==> src/rtl/lin_sync_pkg.sv <==
package lin_sync_pkg;
   localparam int ADDR_W = 3;
   localparam logic [ADDR_W-1:0] A_CFG  = 3'd0;
   localparam logic [ADDR_W-1:0] A_DATA = 3'd1;
   localparam logic [ADDR_W-1:0] A_IEN  = 3'd2;
   localparam logic [ADDR_W-1:0] A_STAT = 3'd3;
   localparam logic [ADDR_W-1:0] A_DIVL = 3'd4;
   localparam logic [ADDR_W-1:0] A_DIVH = 3'd5;

   // configuration bits
   localparam int CFG_STOP = 0;
   localparam int CFG_OFF  = 1;
   localparam int CFG_TMR  = 2;

   // status bits
   localparam int ST_SYNC = 0;
   localparam int ST_RDY  = 1;
   localparam int ST_TO   = 2;
   localparam int ST_RUN  = 3;
   localparam int N_FLAGS = 3;
endpackage

==> src/rtl/lin_sync_detect.sv <==
module lin_sync_detect #(
   parameter int MAX_DIV = 16000,
   parameter int DIV_W   = 16
) (
   input  logic             clk,
   input  logic             rst_n,
   input  logic             enable,
   input  logic             rx_s,
   input  logic             rx_fall,
   input  logic             rx_rise,
   output logic             sync_ok,
   output logic [DIV_W-1:0] div_out
);
   localparam int BREAK_CLKS = 11 * MAX_DIV;
   localparam int LOW_W      = $clog2(BREAK_CLKS + 1);
   localparam int IV_MAX     = 2 * MAX_DIV + MAX_DIV / 2;
   localparam int IV_W       = $clog2(IV_MAX + 1);
   localparam int TOT_W      = IV_W + 2;
   localparam int N_IV       = 4;

   typedef enum logic [1:0] {D_HUNT, D_DELIM, D_MEAS, D_CHECK} dstate_t;

   dstate_t          state;
   logic [LOW_W-1:0] low_cnt;
   logic [IV_W-1:0]  iv_cnt;
   logic [1:0]       iv_idx;
   logic [IV_W-1:0]  iv_q [N_IV];
   logic [TOT_W-1:0] total;
   logic [TOT_W-1:0] thresh;
   logic             all_ok;

   always_ff @(posedge clk or negedge rst_n) begin
      if (!rst_n) begin
         state   <= D_HUNT;
         low_cnt <= '0;
         iv_cnt  <= '0;
         iv_idx  <= '0;
         for (int i = 0; i < N_IV; i++) iv_q[i] <= '0;
      end else if (!enable) begin
         state   <= D_HUNT;
         low_cnt <= '0;
      end else begin
         if (rx_s)                                low_cnt <= '0;
         else if (low_cnt != LOW_W'(BREAK_CLKS))  low_cnt <= low_cnt + 1'b1;

         if (rx_rise && low_cnt == LOW_W'(BREAK_CLKS)) begin
            state <= D_DELIM;
         end else begin
            case (state)
               D_DELIM: if (rx_fall) begin
                  state  <= D_MEAS;
                  iv_cnt <= IV_W'(1);
                  iv_idx <= '0;
               end
               D_MEAS: if (rx_fall) begin
                  iv_q[iv_idx] <= iv_cnt;
                  iv_cnt       <= IV_W'(1);
                  iv_idx       <= iv_idx + 1'b1;
                  if (iv_idx == 2'd3) state <= D_CHECK;
               end else if (iv_cnt == IV_W'(IV_MAX)) begin
                  state <= D_HUNT;
               end else begin
                  iv_cnt <= iv_cnt + 1'b1;
               end
               D_CHECK: state <= D_HUNT;
               default: ;
            endcase
         end
      end
   end

   always_comb begin
      total = '0;
      for (int i = 0; i < N_IV; i++) total = total + TOT_W'(iv_q[i]);
      thresh = (total >> 3) + (total >> 5);
      all_ok = (total >> 3) != '0;
      for (int i = 0; i < N_IV; i++) begin
         logic [TOT_W-1:0] quad;
         logic [TOT_W-1:0] dev;
         quad = {iv_q[i], 2'b00};
         dev  = (quad > total) ? quad - total : total - quad;
         if (dev > thresh) all_ok = 1'b0;
      end
   end

   assign sync_ok = (state == D_CHECK) && all_ok;
   assign div_out = DIV_W'(total >> 3);
endmodule

==> src/rtl/lin_rx_byte.sv <==
module lin_rx_byte #(
   parameter int DIV_W = 16
) (
   input  logic             clk,
   input  logic             rst_n,
   input  logic             run,
   input  logic             rx_s,
   input  logic             rx_fall,
   input  logic [DIV_W-1:0] div,
   output logic             byte_valid,
   output logic [7:0]       byte_data,
   output logic             stop_err
);
   typedef enum logic [2:0] {R_IDLE, R_READY, R_START, R_DATA, R_STOP} rstate_t;

   rstate_t          state;
   logic [DIV_W-1:0] cnt;
   logic [2:0]       bitn;
   logic [7:0]       shreg;

   always_ff @(posedge clk or negedge rst_n) begin
      if (!rst_n) begin
         state      <= R_IDLE;
         cnt        <= '0;
         bitn       <= '0;
         shreg      <= '0;
         byte_valid <= 1'b0;
         stop_err   <= 1'b0;
      end else begin
         byte_valid <= 1'b0;
         stop_err   <= 1'b0;
         if (!run) begin
            state <= R_IDLE;
         end else begin
            case (state)
               R_IDLE:  if (rx_s) state <= R_READY;
               R_READY: if (rx_fall) begin
                  cnt   <= div >> 1;
                  state <= R_START;
               end
               R_START: if (cnt == '0) begin
                  if (!rx_s) begin
                     cnt   <= div - 1'b1;
                     bitn  <= '0;
                     state <= R_DATA;
                  end else begin
                     state <= R_READY;
                  end
               end else cnt <= cnt - 1'b1;
               R_DATA: if (cnt == '0) begin
                  shreg <= {rx_s, shreg[7:1]};
                  cnt   <= div - 1'b1;
                  if (bitn == 3'd7) state <= R_STOP;
                  else              bitn  <= bitn + 1'b1;
               end else cnt <= cnt - 1'b1;
               R_STOP: if (cnt == '0) begin
                  if (rx_s) begin
                     byte_valid <= 1'b1;
                     state      <= R_READY;
                  end else begin
                     stop_err <= 1'b1;
                     state    <= R_IDLE;
                  end
               end else cnt <= cnt - 1'b1;
               default: state <= R_IDLE;
            endcase
         end
      end
   end

   assign byte_data = shreg;
endmodule

==> src/rtl/lin_tx_byte.sv <==
module lin_tx_byte #(
   parameter int DIV_W = 16
) (
   input  logic             clk,
   input  logic             rst_n,
   input  logic             load,
   input  logic [7:0]       data,
   input  logic [DIV_W-1:0] div,
   output logic             txd,
   output logic             busy
);
   localparam int FRAME_BITS = 10;

   logic [FRAME_BITS-1:0] sh;
   logic [3:0]            bits_left;
   logic [DIV_W-1:0]      cnt;

   always_ff @(posedge clk or negedge rst_n) begin
      if (!rst_n) begin
         sh        <= '1;
         bits_left <= '0;
         cnt       <= '0;
         busy      <= 1'b0;
      end else if (!busy) begin
         if (load) begin
            sh        <= {1'b1, data, 1'b0};
            bits_left <= 4'(FRAME_BITS);
            cnt       <= div - 1'b1;
            busy      <= 1'b1;
         end
      end else if (cnt == '0) begin
         cnt <= div - 1'b1;
         if (bits_left == 4'd1) begin
            busy <= 1'b0;
            sh   <= '1;
         end else begin
            bits_left <= bits_left - 1'b1;
            sh        <= {1'b1, sh[FRAME_BITS-1:1]};
         end
      end else begin
         cnt <= cnt - 1'b1;
      end
   end

   assign txd = !busy || sh[0];
endmodule

==> src/rtl/lin_idle_timer.sv <==
module lin_idle_timer #(
   parameter int TIMEOUT_CLKS = 64000000
) (
   input  logic clk,
   input  logic rst_n,
   input  logic enable,
   input  logic rx_s,
   input  logic rx_edge,
   output logic fire
);
   localparam int TO_W = $clog2(TIMEOUT_CLKS + 1);

   logic [TO_W-1:0] cnt;
   logic            active;

   assign active = enable && rx_s && !rx_edge;

   always_ff @(posedge clk or negedge rst_n) begin
      if (!rst_n)                            cnt <= '0;
      else if (!active)                      cnt <= '0;
      else if (cnt != TO_W'(TIMEOUT_CLKS))   cnt <= cnt + 1'b1;
   end

   assign fire = active && (cnt == TO_W'(TIMEOUT_CLKS - 1));
endmodule

==> src/rtl/lin_sync_engine.sv <==
module lin_sync_engine
   import lin_sync_pkg::*;
#(
   parameter int DIV_W        = 16,
   parameter int MAX_DIV      = 16000,
   parameter int DEFAULT_DIV  = 139,
   parameter int TIMEOUT_CLKS = 64000000,
   parameter int SYNC_STAGES  = 2,
   parameter bit HAS_TIMER    = 1'b1
) (
   input  logic              clk,
   input  logic              rst_n,
   input  logic              rxd,
   output logic              txd,
   input  logic              reg_we,
   input  logic [ADDR_W-1:0] reg_addr,
   input  logic [7:0]        reg_wdata,
   output logic [7:0]        reg_rdata,
   output logic              irq
);
   if (SYNC_STAGES < 2) begin : g_bad_sync
      $error("SYNC_STAGES must be at least 2");
   end
   if (DIV_W > 16 || DIV_W < 2) begin : g_bad_divw
      $error("DIV_W must lie in 2..16");
   end
   if (MAX_DIV < 2 || $clog2(MAX_DIV + 1) > DIV_W) begin : g_bad_maxdiv
      $error("MAX_DIV must fit in DIV_W bits");
   end
   if (DEFAULT_DIV < 1 || DEFAULT_DIV > MAX_DIV) begin : g_bad_default
      $error("DEFAULT_DIV must lie in 1..MAX_DIV");
   end

   logic [SYNC_STAGES-1:0] rx_pipe;
   logic                   rx_s, rx_prev, rx_fall, rx_rise;
   logic                   rx_off_q, timer_en_q, rx_run_q;
   logic [N_FLAGS-1:0]     stat_q, ien_q;
   logic [DIV_W-1:0]       div_q, det_div;
   logic [15:0]            div_ext;
   logic [7:0]             rx_buf;
   logic                   sync_ok, byte_valid, stop_err, to_fire, tx_busy;
   logic [7:0]             byte_data;
   logic                   wr_cfg, wr_data, wr_stat, stop_req;

   // input synchroniser and edge detection
   always_ff @(posedge clk or negedge rst_n) begin
      if (!rst_n) begin
         rx_pipe <= '1;
         rx_prev <= 1'b1;
      end else begin
         rx_pipe <= {rx_pipe[SYNC_STAGES-2:0], rxd};
         rx_prev <= rx_s;
      end
   end
   assign rx_s    = rx_pipe[SYNC_STAGES-1];
   assign rx_fall = rx_prev && !rx_s;
   assign rx_rise = !rx_prev && rx_s;

   assign wr_cfg   = reg_we && reg_addr == A_CFG;
   assign wr_data  = reg_we && reg_addr == A_DATA;
   assign wr_stat  = reg_we && reg_addr == A_STAT;
   assign stop_req = wr_cfg && reg_wdata[CFG_STOP];
   assign div_ext  = 16'(div_q);

   lin_sync_detect #(.MAX_DIV(MAX_DIV), .DIV_W(DIV_W)) i_detect (
      .clk(clk), .rst_n(rst_n), .enable(!rx_off_q), .rx_s(rx_s),
      .rx_fall(rx_fall), .rx_rise(rx_rise), .sync_ok(sync_ok), .div_out(det_div)
   );

   lin_rx_byte #(.DIV_W(DIV_W)) i_rx (
      .clk(clk), .rst_n(rst_n), .run(rx_run_q), .rx_s(rx_s), .rx_fall(rx_fall),
      .div(div_q), .byte_valid(byte_valid), .byte_data(byte_data), .stop_err(stop_err)
   );

   lin_tx_byte #(.DIV_W(DIV_W)) i_tx (
      .clk(clk), .rst_n(rst_n), .load(wr_data), .data(reg_wdata), .div(div_q),
      .txd(txd), .busy(tx_busy)
   );

   if (HAS_TIMER) begin : g_timer
      lin_idle_timer #(.TIMEOUT_CLKS(TIMEOUT_CLKS)) i_timer (
         .clk(clk), .rst_n(rst_n), .enable(timer_en_q && !rx_off_q), .rx_s(rx_s),
         .rx_edge(rx_fall || rx_rise), .fire(to_fire)
      );
   end else begin : g_no_timer
      assign to_fire = 1'b0;
   end

   // configuration, run state, divisor, buffers
   always_ff @(posedge clk or negedge rst_n) begin
      if (!rst_n) begin
         rx_off_q   <= 1'b0;
         timer_en_q <= 1'b0;
         rx_run_q   <= 1'b0;
         ien_q      <= '0;
         div_q      <= DIV_W'(DEFAULT_DIV);
         rx_buf     <= '0;
      end else begin
         if (wr_cfg) begin
            rx_off_q   <= reg_wdata[CFG_OFF];
            timer_en_q <= reg_wdata[CFG_TMR];
         end
         if (reg_we && reg_addr == A_IEN) ien_q <= reg_wdata[N_FLAGS-1:0];

         if (rx_off_q || stop_req || wr_data || stop_err) rx_run_q <= 1'b0;
         else if (sync_ok)                                 rx_run_q <= 1'b1;

         if (sync_ok && !rx_off_q)
            div_q <= det_div;
         else if (rx_off_q && reg_we && reg_addr == A_DIVL)
            div_q <= DIV_W'({div_ext[15:8], reg_wdata});
         else if (rx_off_q && reg_we && reg_addr == A_DIVH)
            div_q <= DIV_W'({reg_wdata, div_ext[7:0]});

         if (byte_valid) rx_buf <= byte_data;
      end
   end

   // status flags: set wins over write-one-to-clear
   always_ff @(posedge clk or negedge rst_n) begin
      if (!rst_n) begin
         stat_q <= '0;
      end else begin
         logic [N_FLAGS-1:0] set_v;
         set_v = '0;
         set_v[ST_SYNC] = sync_ok;
         set_v[ST_RDY]  = byte_valid;
         set_v[ST_TO]   = to_fire;
         stat_q <= (stat_q & ~(wr_stat ? reg_wdata[N_FLAGS-1:0] : '0)) | set_v;
      end
   end

   always_comb begin
      case (reg_addr)
         A_CFG:   reg_rdata = {5'b0, timer_en_q, rx_off_q, 1'b0};
         A_DATA:  reg_rdata = rx_buf;
         A_IEN:   reg_rdata = {5'b0, ien_q};
         A_STAT:  reg_rdata = {4'b0, rx_run_q, stat_q};
         A_DIVL:  reg_rdata = div_ext[7:0];
         A_DIVH:  reg_rdata = div_ext[15:8];
         default: reg_rdata = 8'h00;
      endcase
   end

   assign irq = |(stat_q & ien_q);
endmodule

==> config.mk <==
export PLATFORM = sky130hd
export DESIGN_NAME = lin_sync_engine
export DESIGN_NICKNAME = d
export VERILOG_FILES = /design/src/rtl/lin_sync_pkg.sv /design/src/rtl/lin_sync_detect.sv /design/src/rtl/lin_rx_byte.sv /design/src/rtl/lin_tx_byte.sv /design/src/rtl/lin_idle_timer.sv /design/src/rtl/lin_sync_engine.sv
export SDC_FILE = /design/constraint.sdc
export NUM_CORES = 1
export LEC_CHECK = 0
export BUFFER_PORTS_ARGS = -buffer_cell sky130_fd_sc_hd__clkbuf_2
export CAP_MARGIN = 0
export CORE_UTILIZATION = 40
export CTS_CLUSTER_DIAMETER = 100
export DETAILED_ROUTE_END_ITERATION = 12
export SLEW_MARGIN = 20
export SYNTH_ARGS = -nofsm -noshare
export SYNTH_HDL_FRONTEND = slang
export SYNTH_SLANG_ARGS = --single-unit
==> constraint.sdc <==
create_clock -name clk -period 32.1 [get_ports clk]
set_input_delay 1.605 -clock clk [delete_from_list [all_inputs] [get_ports clk]]
set_output_delay 1.605 -clock clk [all_outputs]
set_load 0.005 [all_outputs]
# Yosys cells after proc, flatten, opt, wreduce, memory -nomap -nowiden
# Cells that the tools add are included.
[totals]
output_inout_bits = 10
ff_bits = 227
[op_classes]
n_mux = 81
n_reduce_logical = 54
eq_ne = 43
n_addsub = 21
bitwise_logic = 7
n_lt_le_gt_ge = 10
[ops]
columns = ["cell", "n"]
rows = [
  ["16-bit two-way mux", 15],
  ["18-bit > comparator", 8],
  ["18-bit subtractor", 8],
  ["18-bit two-way mux", 7],
  ["64-bit bitwise mux", 1],
  ["16-bit case mux with 4 select lines", 1],
  ["26-bit two-way mux", 2],
  ["8-bit case mux with 6 select lines", 1],
  ["16-bit by 1-bit subtractor with 16-bit output (second input constant)", 3],
  ["18-bit by 16-bit adder with 18-bit output", 2],
  ["3-bit two-way mux", 12],
  ["16-bit demux with 2-bit select", 1],
  ["16-bit logical NOT", 2],
  ["16-bit case mux with 2 select lines", 1],
  ["10-bit two-way mux", 3],
  ["26-bit by 1-bit adder with 26-bit output (second input constant)", 1],
  ["26-bit == test (second input constant)", 1],
  ["26-bit inequality test (second input constant)", 1],
  ["2-bit inequality test (second input constant)", 10],
  ["1-bit two-way mux", 19],
  ["18-bit by 1-bit adder with 18-bit output (second input constant)", 1],
  ["18-bit == test (second input constant)", 1],
  ["1-bit logical AND", 18],
  ["2-bit two-way mux", 9],
  ["other kinds (46)", 88],
]

# Logic depth before layout (Yosys ltp)
[logic_depth]
word_depth = 14
ltp_mapped = 54

# Cells and area by module
# Synthesis repeated with hierarchy kept, for this count alone.
[hier_totals]
cells_unflattened = 2561
area_unflattened_um2 = 21949.8
[modules_own_cells]
columns = ["module", "area_each_um2", "cells_each", "seq_area_each_um2", "instances"]
rows = [
  ["lin_sync_detect", 13947.1, 1678, 2552.4, 1],
  ["lin_rx_byte", 2489.9, 286, 800.8, 1],
  ["lin_tx_byte", 2104.5, 254, 762.0, 1],
  ["lin_sync_engine", 1908.1, 180, 909.6, 1],
  ["lin_idle_timer", 1500.2, 163, 650.6, 1],
]

# Worst setup path before layout
# OpenSTA, ideal clock, no wires.
[synth_path]
kind = "register -> register"
start = "register i_detect.iv_q[33] in the netlist's numbering"
end = "register div_q[13] (netlist: div_ext[13])"
period_less_slack_ps = 10563
required_ps = 31977
path_stages_with_launch = 50
arrival_ps = 10440
slack_ps = 21537
cell_sequence = "dfrtp_1 > ha_1 > a21o_1 > a21oi_1 > o21ai_0 > a21oi_1 > o21ai_0 > a21oi_1 > nor2b_1 > o21a_1 > o211ai_1 > a21boi_0 > o21a_1 > or2_2 > fa_1 > inv_1 > ha_1 > clkbuf_1 > [... 14 more ...] > mux2_2 > a21oi_1 > xnor2_1 > ha_1 > a21oi_1 > nor2b_1 > o21ai_0 > a21oi_1 > or4b_2 > a221oi_1 > nor3b_1 > a21boi_0 > nand3_1 > or4b_4 > or2_1 > buf_6 > buf_6 > o221a_1"
[synth_between]
elab_chain_cells = 14
[synth_rtl]
columns = ["item", "line", "text"]
rows = [
  ["from (decl)", "lin_sync_detect.sv:27", "logic [IV_W-1:0] iv_q [N_IV];"],
  ["from (signal, indexed assignment)", "lin_sync_detect.sv:56", "iv_q[iv_idx] <= iv_cnt;"],
  ["16-bit by 16-bit adder with 17-bit output", "lin_sync_detect.sv:74", "for (int i = 0; i < N_IV; i++) total = total + TOT_W'(iv_q[i]);"],
  ["18-bit by 16-bit adder with 18-bit output (2 in a row)", "lin_sync_detect.sv:74", ""],
  ["18-bit subtractor / 18-bit > comparator (equally long branches)", "lin_sync_detect.sv:81", "dev = (quad > total) ? quad - total : total - quad;"],
  ["18-bit two-way mux", "lin_sync_detect.sv:81", ""],
  ["18-bit > comparator", "lin_sync_detect.sv:82", "if (dev > thresh) all_ok = 1'b0;"],
  ["1-bit two-way mux (4 in a row)", "lin_sync_detect.sv:82", ""],
  ["1-bit logical AND", "lin_sync_detect.sv:86", "assign sync_ok = (state == D_CHECK) && all_ok;"],
  ["1-bit logical AND", "lin_sync_engine.sv:108", "if (sync_ok && !rx_off_q)"],
  ["2-bit inequality test (no line) / 2-bit nonzero test (equally long branches)", "--", ""],
  ["2-bit AND reduction (no line)", "--", ""],
  ["to (signal assigned)", "lin_sync_engine.sv:109", "div_q <= det_div;"],
  ["to (signal assigned)", "lin_sync_engine.sv:111", "div_q <= DIV_W'({div_ext[15:8], reg_wdata});"],
  ["to (signal assigned)", "lin_sync_engine.sv:113", "div_q <= DIV_W'({reg_wdata, div_ext[7:0]});"],
  ["to (decl)", "lin_sync_engine.sv:38", "logic [DIV_W-1:0] div_q, det_div;"],
]
# Several ways; a longest one is shown, not always the timed one.
# A chain may end at the register's enable or synchronous reset.

# Worst setup path in the final report
[layout_path]
start = "register i_detect.iv_q[33] in the netlist's numbering"
end = "register div_q[12] (netlist: div_ext[12])"
# Same word-level chain as after synthesis.

==> metrics.md <==
| Metric | Value |
|---|---|
| Largest net degree at the start of global routing | 109 |
| Slowest CP cell | nor2_1 |
| GRT Total Usage | 24.5% |
| Reg2reg setup slack | 19220 ps |
| Initial core utilization | 40.5% |
| Share of the yosys chip area belonging to registers | 26.6% |
| PwrDens | 36.4 mW/mm² |
| Clk sink count | 226 |
| Clock slew at reported path FFs | 60 ps |
| P_int | 601 µW |
| Commonest cells after routing, fill and taps aside | ha_1, dfrtp_1, a21oi_1 |
| Fin crit share | 40.1% |
| Top_reg_cell synth | dfrtp_1 |
| Worst-margin pin slew | 1060 ps |
| Drt first-iter violations | 1738 |
| Critical R2R Launch | i_detect.iv_q[33]$_DFFE_PN0P_ |
| Sequential power share | 42.8% |
| Element type at the critical path end | flip-flop |
| DR vias/cell | ~6 |
| Comb pwr share | ~14% |
| CTS tree | done |
| Row cnt | 84 |
| Total CTS buffers | 27 |
| Max_cap viols | 0 |
| Die ar. | 0.0542 mm² |
| GRT overflow | 0 |
| # resized after CTS | 0 |
| Clock Path Buffers | 3 |
| Clock power frac | 42.8% |
| # IOs | 25 |
| Share of flip-flops with an asynchronous set or reset | 100% |
| Post-Layout Cell Count | 3198 |
| CTS root buf | clkbuf_16 |
| Post-DP Area | about 0.022 mm² |
| Post-detail-place hpwl | approximately 53000 µm |
| RSZ-0062 raised after global routing | false |
| Final Max Tran Viols | 0 |
| Register bit total from synthesis | roughly 230 |
| Antenna Violating Nets Remaining | 0 |
| Vias in the first global route | 18.3k |
| IO Port Bufs | 24 |
| FF-to-FF End | div_ext[12]$_DFFE_PN0P_ |
| Status | complete, no violations |
| Post-synth EDFFs | 0 |
| Pleak | 0.0107 µW |
| DRC viols | 0 |
| # fillers | 5135 |
| Cell variety after synth | 95 |
| CP required | 32550 ps |
| Hold Path Origin | rx_pipe[0]$_DFF_PN1_ |
| Synth warn | 0 |
| WL/cell | around 21 µm |
| Area grow syn2layout | 8.46% |
| Area of the multi-input gates | approximately 0.014 mm² |
| Setup Fix Bufs, Post-CTS | 0 |
| Net Switching | 241 µW |
| Die X | 233 µm |
| Critical Path Source Type | flip-flop |
| Sw Ratio | 28.6% |
| Cell mode on critical path | a21oi_1 |
| Setup CP Type | reg2reg |
| WHS | about 370 ps |
| Hold crit path type | reg2reg |
| Die Span Y | between 200 and 250 µm |
| Setup skew after layout | about 12 ps |
| First-pass GRT wire length | 104000 µm |
| Routability cong. | 1.01 |
| Setup tns final | 0 ps |
| Clock Latency Late Sink | 580 ps |
| Syn avg cell area | 8.46 µm² |
| DRT Wirelength | 67100 µm |
| Drt first pass iters | 6 |
| Mapped Nets | 2792 |
| Worst path max stage delay | between 700 and 800 ps |
| Critical path data arrival time | 13340 ps |
| Max IR drop VDD | 0.0000301 V |
| Hold EP | rx_pipe[1]$_DFF_PN1_ |
| Reg2reg path depth | 46 |
| Post-route cell area | roughly 0.023 mm² |
| Placed Cells | 3148 |
| Nets | between 2k and 3k |
| F_max | 77.6 MHz |
| Final setup vio count | 0 |
| Initial antenna violation count | 1 |
| Vias | approximately 19k |
| Antenna cells | 0 |
| Final total power | 842 µW |
| WHS Path Cells | 0 |
| H-tree depth | 1 |
| Synth Cell Area | 0.0213 mm² |
| Leading cell type in the layout, fill and taps excluded | ha_1 |
| FF+latch area | between 0.005 and 0.006 mm² |
| Min Clock Period, post-route | 12880 ps |
| Number of hold violations in the final report | 0 |
| Fraction of final layout cells with drive strength greater than 1 | between 10% and 20% |
| Core area | 0.0526 mm² |
| Max_slew headroom | just under 30% |
| Post-CTS Hold Buffers | 0 |
| CP max FO | 15 |
| Synth Instances | 2518 |
[power groups by stage]
stage | clock [µW] | combinational (µW) | sequential (µW)
after floorplan | 0 | 91.2 | 347
after CTS | 369 | 121 | 359
after global placement | 0 | 117 | 363
final | 360 | 121 | 360
after global routing | 381 | 135 | 365
after detailed placement | 0 | 121 | 364
[sequential cells by signal, summed over array words and instances, names as in the netlist, 2 cells and up]
| signal | flops |
|---|---|
| i_detect.iv_q | 64 |
| g_timer.i_timer.cnt | 26 |
| i_detect.low_cnt | 18 |
| div_ext | 16 |
| i_detect.iv_cnt | 16 |
| i_rx.cnt | 16 |
| i_tx.cnt | 16 |
| i_tx.sh | 9 |
| i_rx.byte_data | 8 |
| rx_buf | 8 |
| i_tx.bits_left | 4 |
| i_rx.bitn | 3 |
| i_rx.state | 3 |
| ien_q | 3 |
| stat_q | 3 |
| i_detect.iv_idx | 2 |
| i_detect.state | 2 |
| rx_pipe | 2 |
[logic make-up after synthesis]
family | Yosys count | synth area share [%]
AO/OA/AOI/OAI | 688 | 20.9
flip-flops | 226 | 26.6
adder cells (fa/ha/maj) | 260 | 16.1
XOR/XNOR | 152 | 6.28
multiplexers | 127 | 6.65
AND/OR/NAND/NOR | 764 | 18.0
buffers and inverters | 301 | 5.51
[cell usage after synthesis, drive strengths merged, types with 7 or more instances]
library cell | number | area share, %
mux2 | 93 | 4.9
nor3 | 49 | 1.2
a211oi | 28 | 0.99
nand3 | 79 | 1.9
nand4 | 37 | 1.1
a21boi | 7 | 0.25
nand3b | 9 | 0.32
fa | 23 | 2.2
nand4b | 8 | 0.33
a31oi | 23 | 0.68
o221a | 9 | 0.48
ha | 236 | 14
nor2 | 193 | 3.4
nand2b | 30 | 0.88
o21bai | 8 | 0.28
inv | 198 | 3.5
dfstp | 16 | 2.0
nor2b | 41 | 1.2
clkbuf | 88 | 1.6
a2111oi | 8 | 0.33
a21oi | 202 | 4.8
xnor2 | 90 | 3.7
and3 | 35 | 1.0
o21a | 23 | 0.81
and2 | 17 | 0.52
or3 | 32 | 0.96
o31ai | 8 | 0.35
nand2 | 168 | 3.0
a221oi | 18 | 0.77
a211o | 7 | 0.29
and4 | 7 | 0.29
dfrtp | 210 | 25
o22ai | 12 | 0.35
xor2 | 62 | 2.5
or2 | 16 | 0.47
o21ai | 173 | 4.1
a21o | 66 | 2.3
buf | 15 | 0.46
nor4 | 22 | 0.65
mux2i | 32 | 1.5
o211ai | 18 | 0.63
a22oi | 7 | 0.25
[worst max-delay path by stage]
stage / from / end / slack, ps / cells after the start
floorplan: i_detect.iv_q[33]$_DFFE_PN0P_ / div_ext[13]$_DFFE_PN0P_ / 21540 / 49
global placement: i_detect.iv_q[33]$_DFFE_PN0P_ / div_ext[10]$_DFFE_PN0P_ / 19770 / 46
detailed placement: i_detect.iv_q[33]$_DFFE_PN0P_ / div_ext[12]$_DFFE_PN0P_ / 19520 / 46
CTS: i_detect.iv_q[33]$_DFFE_PN0P_ / div_ext[12]$_DFFE_PN0P_ / 19490 / 46
global route: i_detect.iv_q[33]$_DFFE_PN0P_ / div_ext[12]$_DFFE_PN0P_ / 18570 / 46
finish: i_detect.iv_q[33]$_DFFE_PN0P_ / div_ext[12]$_DFFE_PN0P_ / 19220 / 46
[per-layer routing]
metal / vias up / GRT usage [%] / share of wire, %
met3: 112 / 2.75 / 6.5
met5: - / 0 / 0
li1: 9013 / - / -
met1: 9406 / 34.5 / 46
met4: 0 / 7.90 / 3.1
met2: 682 / 39.1 / 45
[through the flow]
stage	util, %	setup slack [ps]
detailed placement	41.9	19520
finish	44.0	19220
global placement	41.9	19770
CTS	44.0	19490
global route	44.0	18570
floorplan	-	21540
[critical path: cells and delay by family, from the launching register on]
family                     cells  cell delay (ps)
adders and majority gates      5             1970
DFF                            1              450
muxes                          2              350
xor gates and xnor gates       2              420
and+or+nand+nor               13             3890
buffers and inverters          2              300
AOI/OAI and AO/OA             22             5340
[layout make-up]
cell class | count | share of cell area, %
Clock inverter | 19 | 1.42
Inverter | 198 | 3.22
Timing Repair Buffer | 45 | 1.25
Sequential cell | 226 | 24.6
Clock buffer | 31 | 3.16
Multi-Input combinational cell | 1991 | 62.7
Tap cell | 688 | 3.72
No activity file was read; power rests on OpenSTA's default activity.
